## src/rtl/useq_pkg.sv

```systemverilog
package useq_pkg;

  localparam logic [5:0] HDR_FIRST_CF = 6'h30;
  localparam logic [5:0] HDR_BR_NE_IMM = 6'h30;
  localparam logic [5:0] HDR_BR_EQ_IMM = 6'h31;
  localparam logic [5:0] HDR_BR_BIT_CLR = 6'h32;
  localparam logic [5:0] HDR_BR_BIT_SET = 6'h33;
  localparam logic [5:0] HDR_RETURN = 6'h34;
  localparam logic [5:0] HDR_CALL = 6'h35;
  localparam logic [5:0] HDR_WAIT_IN = 6'h36;

  // Strobes from control to datapath; none set means "advance by one".
  typedef struct packed {
    logic hold;     // keep the program counter
    logic jumpRel;  // pc + sign-extended offset
    logic call;     // push pc+1, load absolute target
    logic ret;      // pop and load popped address
    logic errSet;   // flag stack misuse
    logic ptrLoad;  // latch write pointer into read copy
  } seqStrobe_t;

endpackage

```

## src/rtl/useq_control.sv

```systemverilog
module useq_control
  import useq_pkg::*;
#(
  parameter int REG_W = 32
) (
  input  logic [15:0]      instrHi,
  input  logic [REG_W-1:0] regData,
  input  logic             stackFull,
  input  logic             stackEmpty,
  input  logic             ptrDiffers,
  output seqStrobe_t       strobe,
  output logic             stall,
  output logic [4:0]       regAddr
);

  logic [5:0] hdr;
  logic [4:0] immOrBit;
  logic       immEqual;
  logic       bitValue;

  assign hdr      = instrHi[15:10];
  assign regAddr  = instrHi[9:5];
  assign immOrBit = instrHi[4:0];

  assign immEqual = (regData == REG_W'(immOrBit));
  assign bitValue = |((regData >> immOrBit) & REG_W'(1));

  always_comb begin
    strobe = '0;
    stall  = 1'b0;
    case (hdr)
      HDR_BR_NE_IMM:  strobe.jumpRel = !immEqual;
      HDR_BR_EQ_IMM:  strobe.jumpRel = immEqual;
      HDR_BR_BIT_CLR: strobe.jumpRel = !bitValue;
      HDR_BR_BIT_SET: strobe.jumpRel = bitValue;
      HDR_RETURN: begin
        if (stackEmpty) strobe.errSet = 1'b1;
        else            strobe.ret    = 1'b1;
      end
      HDR_CALL: begin
        if (stackFull) strobe.errSet = 1'b1;
        else           strobe.call   = 1'b1;
      end
      HDR_WAIT_IN: begin
        if (ptrDiffers) begin
          strobe.ptrLoad = 1'b1;
        end else begin
          strobe.hold = 1'b1;
          stall       = 1'b1;
        end
      end
      default: ;
    endcase
  end

endmodule

```

## src/rtl/useq_datapath.sv

```systemverilog
module useq_datapath
  import useq_pkg::*;
#(
  parameter int PC_W        = 16,
  parameter int STACK_DEPTH = 4,
  parameter int PTR_W       = 16
) (
  input  logic             clk,
  input  logic             rstN,
  input  seqStrobe_t       strobe,
  input  logic [15:0]      relOff,
  input  logic [PC_W-1:0]  callTgt,
  input  logic [PTR_W-1:0] wrPtr,
  output logic [PC_W-1:0]  pc,
  output logic             stackFull,
  output logic             stackEmpty,
  output logic             ptrDiffers,
  output logic             stackErr
);

  localparam int SP_W  = $clog2(STACK_DEPTH + 1);
  localparam int IDX_W = $clog2(STACK_DEPTH);

  logic [SP_W-1:0]                    sp;
  logic [IDX_W-1:0]                   topIdx;
  logic [STACK_DEPTH-1:0][PC_W-1:0]   stkFlat;
  logic [PTR_W-1:0]                   rdCopy;
  logic [PC_W-1:0]                    pcInc;
  logic [PC_W-1:0]                    pcNext;

  assign pcInc      = pc + PC_W'(1);
  assign topIdx     = IDX_W'(sp - SP_W'(1));
  assign stackFull  = (sp == SP_W'(STACK_DEPTH));
  assign stackEmpty = (sp == '0);
  assign ptrDiffers = (wrPtr != rdCopy);

  always_comb begin
    if (strobe.hold)         pcNext = pc;
    else if (strobe.jumpRel) pcNext = pc + PC_W'($signed(relOff));
    else if (strobe.call)    pcNext = callTgt;
    else if (strobe.ret)     pcNext = stkFlat[topIdx];
    else                     pcNext = pcInc;
  end

  always_ff @(posedge clk or negedge rstN) begin
    if (!rstN) begin
      pc       <= '0;
      sp       <= '0;
      rdCopy   <= '0;
      stackErr <= 1'b0;
    end else begin
      pc <= pcNext;
      if (strobe.call)    sp <= sp + SP_W'(1);
      else if (strobe.ret) sp <= sp - SP_W'(1);
      if (strobe.ptrLoad) rdCopy <= wrPtr;
      if (strobe.errSet)  stackErr <= 1'b1;
    end
  end

  // One register per return-stack slot; a slot is written when it is next free.
  for (genvar i = 0; i < STACK_DEPTH; i++) begin : g_slot
    logic [PC_W-1:0] entry;
    always_ff @(posedge clk or negedge rstN) begin
      if (!rstN)                                   entry <= '0;
      else if (strobe.call && sp == SP_W'(i))      entry <= pcInc;
    end
    assign stkFlat[i] = entry;
  end

endmodule

```

## src/rtl/useq_top.sv

```systemverilog
module useq_top
  import useq_pkg::*;
#(
  parameter int PC_W        = 16,  // at most 26
  parameter int STACK_DEPTH = 4,   // at least 2
  parameter int PTR_W       = 16,
  parameter int REG_W       = 32
) (
  input  logic             clk,
  input  logic             rstN,
  output logic [PC_W-1:0]  imemAddr,
  input  logic [31:0]      imemData,
  output logic [4:0]       regRdAddr,
  input  logic [REG_W-1:0] regRdData,
  input  logic [PTR_W-1:0] wrPtr,
  output logic             stall,
  output logic             stackErr
);

  seqStrobe_t strobe;
  logic       stackFull;
  logic       stackEmpty;
  logic       ptrDiffers;

  useq_control #(.REG_W(REG_W)) u_ctrl (
    .instrHi    (imemData[31:16]),
    .regData    (regRdData),
    .stackFull  (stackFull),
    .stackEmpty (stackEmpty),
    .ptrDiffers (ptrDiffers),
    .strobe     (strobe),
    .stall      (stall),
    .regAddr    (regRdAddr)
  );

  useq_datapath #(
    .PC_W(PC_W), .STACK_DEPTH(STACK_DEPTH), .PTR_W(PTR_W)
  ) u_dp (
    .clk        (clk),
    .rstN       (rstN),
    .strobe     (strobe),
    .relOff     (imemData[15:0]),
    .callTgt    (imemData[PC_W-1:0]),
    .wrPtr      (wrPtr),
    .pc         (imemAddr),
    .stackFull  (stackFull),
    .stackEmpty (stackEmpty),
    .ptrDiffers (ptrDiffers),
    .stackErr   (stackErr)
  );

endmodule

```

## config.mk

```make
export PLATFORM = sky130hd
export DESIGN_NAME = useq_top
export DESIGN_NICKNAME = d
export VERILOG_FILES = /design/src/rtl/useq_pkg.sv /design/src/rtl/useq_control.sv /design/src/rtl/useq_datapath.sv /design/src/rtl/useq_top.sv
export SDC_FILE = /design/constraint.sdc
export NUM_CORES = 1
export LEC_CHECK = 0
export BUFFER_PORTS_ARGS = -buffer_cell sky130_fd_sc_hd__buf_2
export CAP_MARGIN = 40
export CORE_MARGIN = 3
export CORE_UTILIZATION = 41
export CTS_CLUSTER_SIZE = 20
export DETAILED_ROUTE_END_ITERATION = 10
export RECOVER_POWER = 25
export REMOVE_ABC_BUFFERS = 1
export SETUP_SLACK_MARGIN = 0.02
export SKIP_CTS_REPAIR_TIMING = 1
export SLEW_MARGIN = 20
export SYNTH_ARGS = -nofsm -noshare
export SYNTH_HDL_FRONTEND = slang
export SYNTH_SLANG_ARGS = --single-unit
```

## constraint.sdc

```tcl
create_clock -name clk -period 7.8 [get_ports clk]
set_input_delay 1.17 -clock clk [delete_from_list [all_inputs] [get_ports clk]]
set_output_delay 1.17 -clock clk [all_outputs]
set_load 0.01 [all_outputs]
```

==> impl_metrics.env, run 1 <==
export IMPL_core_area_mm2=0.01420
export IMPL_grt_pass1_wl_um=25970
export IMPL_drt_total_wl_um=15780
export IMPL_hold_end="u_dp.stackErr"
export IMPL_num_antenna_cells=0
export IMPL_post_place_cells=871
export IMPL_netlist_top_cells_area="dfrtp_1, mux4_2, o21ai_0"
export IMPL_synth_top_cell_by_area="dfrtp_1"
export IMPL_syn_inst=624
export IMPL_p_per_area_mw_per_mm2=317.5
export IMPL_timing_rr_start="u_dp.pc[0]"
export IMPL_cts_tree="yes"
export IMPL_slew_violations=32
export IMPL_critPathLaunchType="input port"
export IMPL_layout_cells_non_filler=887
export IMPL_cts_buffers=9
export IMPL_gp_congestion=0.8978
export IMPL_portBuffers=94
export IMPL_die_x_um=128.1
export IMPL_synth_edf_count=0
export IMPL_routed_via_count=5060
export IMPL_drtAntennaViolNets=0
export IMPL_fillerInstances=1372
export IMPL_path_max_fanout=13
export IMPL_fp_dieArea_mm2=0.01641
export IMPL_grt_setup_unrepaired="no"
export IMPL_path_common_cell="buf_2"
export IMPL_netlist_area_leader_share=0.4094
export IMPL_combPwrFrac=0.431
export IMPL_period_share=0.5057
export IMPL_clkPwrFrac=0.203
export IMPL_status="finished with violations"
export IMPL_ctsRootBufferMaster="clkbuf_16"
export IMPL_dr_pass1_iters=5
export IMPL_worst_setup_path_end_kind="primary output"
export IMPL_ff2ff_path_depth=10
export IMPL_hold_viol=0
export IMPL_setup_violations=0
export IMPL_netlist_top_cells_count="nand2_1, dfrtp_1, o21ai_0"
export IMPL_grt_antenna_before_repair=0
export IMPL_period_minus_slack_ns=3.945
export IMPL_p_sw_w=0.0008681
export IMPL_synth_ff_type="dfrtp_1"
export IMPL_grtUsageTotal=0.1995
export IMPL_placementRows=43
export IMPL_maxCapViolCount=2
export IMPL_start_util=0.4303
export IMPL_slew_limit_headroom=-0.2245
export IMPL_critPathKind="in2out"
export IMPL_avgRoutedWirePerCell_um=17.79
export IMPL_min_delay_path_depth=1
export IMPL_pwr_share_seq=0.366
export IMPL_yosysMostFrequentCell="nand2_1"
export IMPL_crit_chain="buf_2, xor2_1, nor4_1, nand4_1, nand2b_1, inv_1, buf_2"
export IMPL_grt_pass1_vias=5090
export IMPL_ir_drop_mv=0.1505
export IMPL_required_ns=6.63
export IMPL_ys_seq_elements=100
export IMPL_layout_drive_gt1_share=0.2461
export IMPL_avgSynthCellArea_um2=9.795
export IMPL_overflow=0
export IMPL_tightest_slew_ns=1.837
export IMPL_clock_latency_ns=0.36
export IMPL_grt_max_degree=43
export IMPL_synthArstFlopShare=1.000
export IMPL_p_sw_frac=0.3871
export IMPL_ys_warn_count=0
export IMPL_worst_slack_ns=3.855
export IMPL_via_per_inst=5.705
export IMPL_htree_levels=3
export IMPL_hold_start="u_dp.stackErr"
export IMPL_violations="capacitance limit, slew limit"
export IMPL_r2r_end="u_dp.pc[14]"
export IMPL_drtIter0Drc=251
export IMPL_preCtsSetupSlack_ns=3.339
export IMPL_dp_hpwl_um=11800
export IMPL_slowest_stage="nor4_1"
export IMPL_synthToLayoutAreaGrowth_pct=15.58
export IMPL_worstPathArrival_ns=2.77
export IMPL_min_path_type="reg2reg"
export IMPL_skew_ns=0.01090
export IMPL_yosysSeqAreaShare=0.4094
export IMPL_setup_tns_ns=0
export IMPL_synth_cell_types=52
export IMPL_r2r_setup_slack_ns=4.60
export IMPL_clock_path_buffers=2
export IMPL_syn_area_mm2=0.006112
export IMPL_fin_util=0.4974
export IMPL_fmax_mhz=253.5
export IMPL_clk_pin_slew_ns=0.07
export IMPL_num_io_pins=105
export IMPL_cpPeakStageDelay_ns=0.42
export IMPL_remaining_drc_errors=0
export IMPL_intPower_w=0.001375
export IMPL_leakage_nw=3.155
export IMPL_die_y_um=128.1
export IMPL_clock_sinks=100
export IMPL_nets=808
==> logic make-up after synthesis <==
| logic type | synth area share |
|---|---|
| buffers and inverters | 0.03889 |
| adder cells (fa/ha/maj) | 0.04831 |
| AND/OR/NAND/NOR | 0.1406 |
| multiplexers | 0.1359 |
| XOR/XNOR | 0.07165 |
| AO/OA/AOI/OAI | 0.1552 |
| flip-flops | 0.4094 |
==> cell type report <==
class                   count  area (µm²)  share of cell area
multi-input cells         473        3372              0.4773
clock buffers               9       225.2             0.03188
clock inverters             6       73.82             0.01045
well taps                 180       225.2             0.03188
flip-flops and latches    100        2502              0.3542
repair buffers            107       620.6             0.08785
inverters                  12       45.04            0.006376
==> sequential cells by signal, indices dropped and copies added (netlist names) <==
signal / cells
u_dp.g_slot.entry: 64
u_dp.pc: 16
u_dp.rdCopy: 16
u_dp.sp: 3
u_dp.stackErr: 1
==> critical path: cells and delay by family <==
family                    cells  cell delay [ns]
and+or+nand+nor               3             0.85
buffers and inverters         3             0.63
xor gates and xnor gates      1             0.13
==> worst max-delay path by stage <==
stage | from | endpoint | slack [ns] | depth (start not counted)
after global placement | wrPtr[5] | stall | 3.38 | 7
after detailed placement | wrPtr[5] | stall | 3.34 | 7
after global routing | rstN | u_dp.g_slot[0].entry[15] | 3.58 | 2
final | wrPtr[5] | stall | 3.86 | 7
after floorplan | wrPtr[5] | stall | 4.20 | 5
after CTS | wrPtr[5] | stall | 3.33 | 7
==> cells in the final DEF, fill, tap and decap left out, drive strengths merged, types with 21 or more instances in the layout <==
cell type	instances
buf	105
dfrtp	100
ha	22
mux2	21
mux4	24
nand2	102
nor2	26
o211ai	25
o21ai	88
xor2	31
==> stage by stage <==
stage               total power (W)  hold WS (ns)  instance area (µm²)
global placement           0.001755        0.4497                 6655
CTS                        0.002263        0.4758                 7061
global route               0.002413        0.5022                 7064
floorplan                  0.001482        0.4410                 5919
finish                     0.002243        0.4710                 7064
detailed placement         0.001798        0.4577                 6761
==> power groups by stage <==
stage          logic, W  registers (W)  clock network [W]
3_5_place_dp   0.000969       0.000829                  0
5_1_grt         0.00108       0.000840           0.000491
2_1_floorplan  0.000657       0.000824                  0
4_1_cts        0.000974       0.000820           0.000468
3_3_place_gp   0.000934       0.000821                  0
6_report       0.000968       0.000820           0.000455
==> routing by layer <==
metal,up-vias,share of wire,global-route usage
met5,-,0,0
li1,2408,-,-
met3,28,0.055,0.04083
met2,158,0.48,0.3176
met1,2466,0.45,0.2698
met4,0,0.021,0.07428
No activity file was read; power rests on OpenSTA's default activity.
==> run 2, diff against run 1 <==
==> constraint.sdc (replaced) <==
create_clock -name clk -period 3.5 [get_ports clk]
set_input_delay 0.525 -clock clk [delete_from_list [all_inputs] [get_ports clk]]
set_output_delay 0.525 -clock clk [all_outputs]
set_load 0.01 [all_outputs]
==> impl_metrics.env, run 2 (same netlist as run 1, synthesis figures left out) <==
export IMPL_hold_viol=0
export IMPL_path_max_fanout=10
export IMPL_portBuffers=94
export IMPL_required_ns=3.72
export IMPL_leakage_nw=3.142
export IMPL_ctsRootBufferMaster="clkbuf_16"
export IMPL_grt_pass1_vias=5254
export IMPL_synthToLayoutAreaGrowth_pct=14.86
export IMPL_largest_register_ffs=64
export IMPL_critPathKind="reg2reg"
export IMPL_hold_start="wrPtr[1]"
export IMPL_num_io_pins=105
export IMPL_pwr_share_seq=0.368
export IMPL_clock_sinks=100
export IMPL_status="finished with violations"
export IMPL_post_place_cells=873
export IMPL_drtAntennaViolNets=0
export IMPL_clk_pin_slew_ns=0.08
export IMPL_remaining_drc_errors=0
export IMPL_cts_tree="yes"
export IMPL_min_path_type="in2reg"
export IMPL_fmax_mhz=338.2
export IMPL_layout_drive_gt1_share=0.2507
export IMPL_num_antenna_cells=0
export IMPL_htree_levels=3
export IMPL_holdWs_ns=0.4168
export IMPL_dr_pass1_iters=4
export IMPL_setup_violations=0
export IMPL_setup_tns_ns=0
export IMPL_skew_ns=0.01399
export IMPL_clock_latency_ns=0.36
export IMPL_drt_total_wl_um=15650
export IMPL_intPower_w=0.002999
export IMPL_critPathLaunchType="flip-flop"
export IMPL_via_per_inst=5.530
export IMPL_cts_buffers=9
export IMPL_drtIter0Drc=295
export IMPL_max_flop_register="u_dp.g_slot.entry"
export IMPL_worst_setup_path_end_kind="flip-flop"
export IMPL_nets=810
export IMPL_clock_path_buffers=2
export IMPL_violations="capacitance limit, slew limit"
export IMPL_p_sw_frac=0.3947
export IMPL_dp_hpwl_um=11810
export IMPL_die_y_um=128.1
export IMPL_tightest_slew_ns=1.700
export IMPL_final_common_cell="nand2_1"
export IMPL_p_per_area_mw_per_mm2=705.6
export IMPL_gp_congestion=0.9184
export IMPL_grt_antenna_before_repair=0
export IMPL_slew_violations=33
export IMPL_ir_drop_mv=0.3670
export IMPL_slew_limit_headroom=-0.1331
export IMPL_worstPathArrival_ns=3.17
export IMPL_clkPwrFrac=0.203
export IMPL_grt_max_degree=53
export IMPL_grt_pass1_wl_um=26440
export IMPL_crit_path_start="u_dp.pc[0]"
export IMPL_fp_dieArea_mm2=0.01641
export IMPL_period_minus_slack_ns=2.957
export IMPL_overflow=0
export IMPL_core_area_mm2=0.01420
export IMPL_maxCapViolCount=1
export IMPL_start_util=0.4303
export IMPL_timing_rr_start="u_dp.pc[0]"
export IMPL_layout_cells_non_filler=890
export IMPL_reg_top3="u_dp.g_slot.entry x64, u_dp.pc x16, u_dp.rdCopy x16"
export IMPL_final_cell_mix="nand2_1, dfrtp_1, buf_2"
export IMPL_period_share=0.8449
export IMPL_combPwrFrac=0.429
export IMPL_routed_via_count=4922
export IMPL_placementRows=43
export IMPL_grt_setup_unrepaired="no"
export IMPL_fillerInstances=1365
export IMPL_avgRoutedWirePerCell_um=17.59
export IMPL_die_x_um=128.1
export IMPL_p_sw_w=0.001955
export IMPL_grtUsageTotal=0.2026
==> run 2: final timing paths <==
path,cells past startpoint,end,slack (ns)
max,10,u_dp.pc[14],0.54
min in group asynchronous,1,u_dp.g_slot[3].entry[13],0.60
max reg2reg,10,u_dp.pc[14],0.54
min,2,u_dp.rdCopy[1],0.42
min reg2reg,2,u_dp.g_slot[0].entry[3],0.48
max in group asynchronous,3,u_dp.rdCopy[6],0.79
==> run 2: cell type report <==
| type | count | area (µm²) | area share |
|---|---|---|---|
| multi-input combinational | 473 | 3372 | 0.4803 |
| sequential | 100 | 2502 | 0.3564 |
| timing repair buffer | 109 | 576.8 | 0.08216 |
| clock buffer | 9 | 225.2 | 0.03208 |
| tap | 180 | 225.2 | 0.03208 |
| clock inverter | 7 | 73.82 | 0.01052 |
| inverter | 12 | 45.04 | 0.006416 |
==> run 2: routing by layer <==
layer  share of wire  wire length, µm  vias to the layer above  track usage
li1                -                -                     2417            -
met1            0.45             7093                     2388       0.2679
met2            0.49             7673                      105       0.3352
met3           0.046              724                       12      0.05292
met4           0.010              163                        0      0.04619
met5               0                0                        -            0
==> run 2: worst max-delay path: stages (launching register included) <==
cell and delay [ns]:
dfrtp_1 0.49, ha_1 0.29, fa_1 0.42, a21oi_1 0.20
o211ai_1 0.16, o31ai_1 0.36, o211ai_1 0.18, a31o_2 0.25
a21oi_1 0.16, xor2_1 0.17, o221ai_1 0.12
==> run 2: metrics by stage <==
stage                     total power (W)  utilization  setup slack [ns]  cell area [µm²]
after floorplan                  0.003302            -            0.2662             5919
after global placement           0.003921       0.4728            0.4991             6715
after detailed placement         0.003989       0.4747            0.3785             6743
after CTS                        0.005018       0.4958            0.5173             7042
after global routing             0.005377       0.4943            0.2739             7020
final                            0.004954       0.4943            0.5429             7020
==> run 2: power by group through the flow <==
stage          combinational [W]  clock, W  sequential (W)
6_report                 0.00213   0.00100         0.00182
3_3_place_gp             0.00210         0         0.00182
2_1_floorplan            0.00146         0         0.00184
3_5_place_dp             0.00214         0         0.00184
4_1_cts                  0.00216   0.00104         0.00182
5_1_grt                  0.00241   0.00109         0.00187
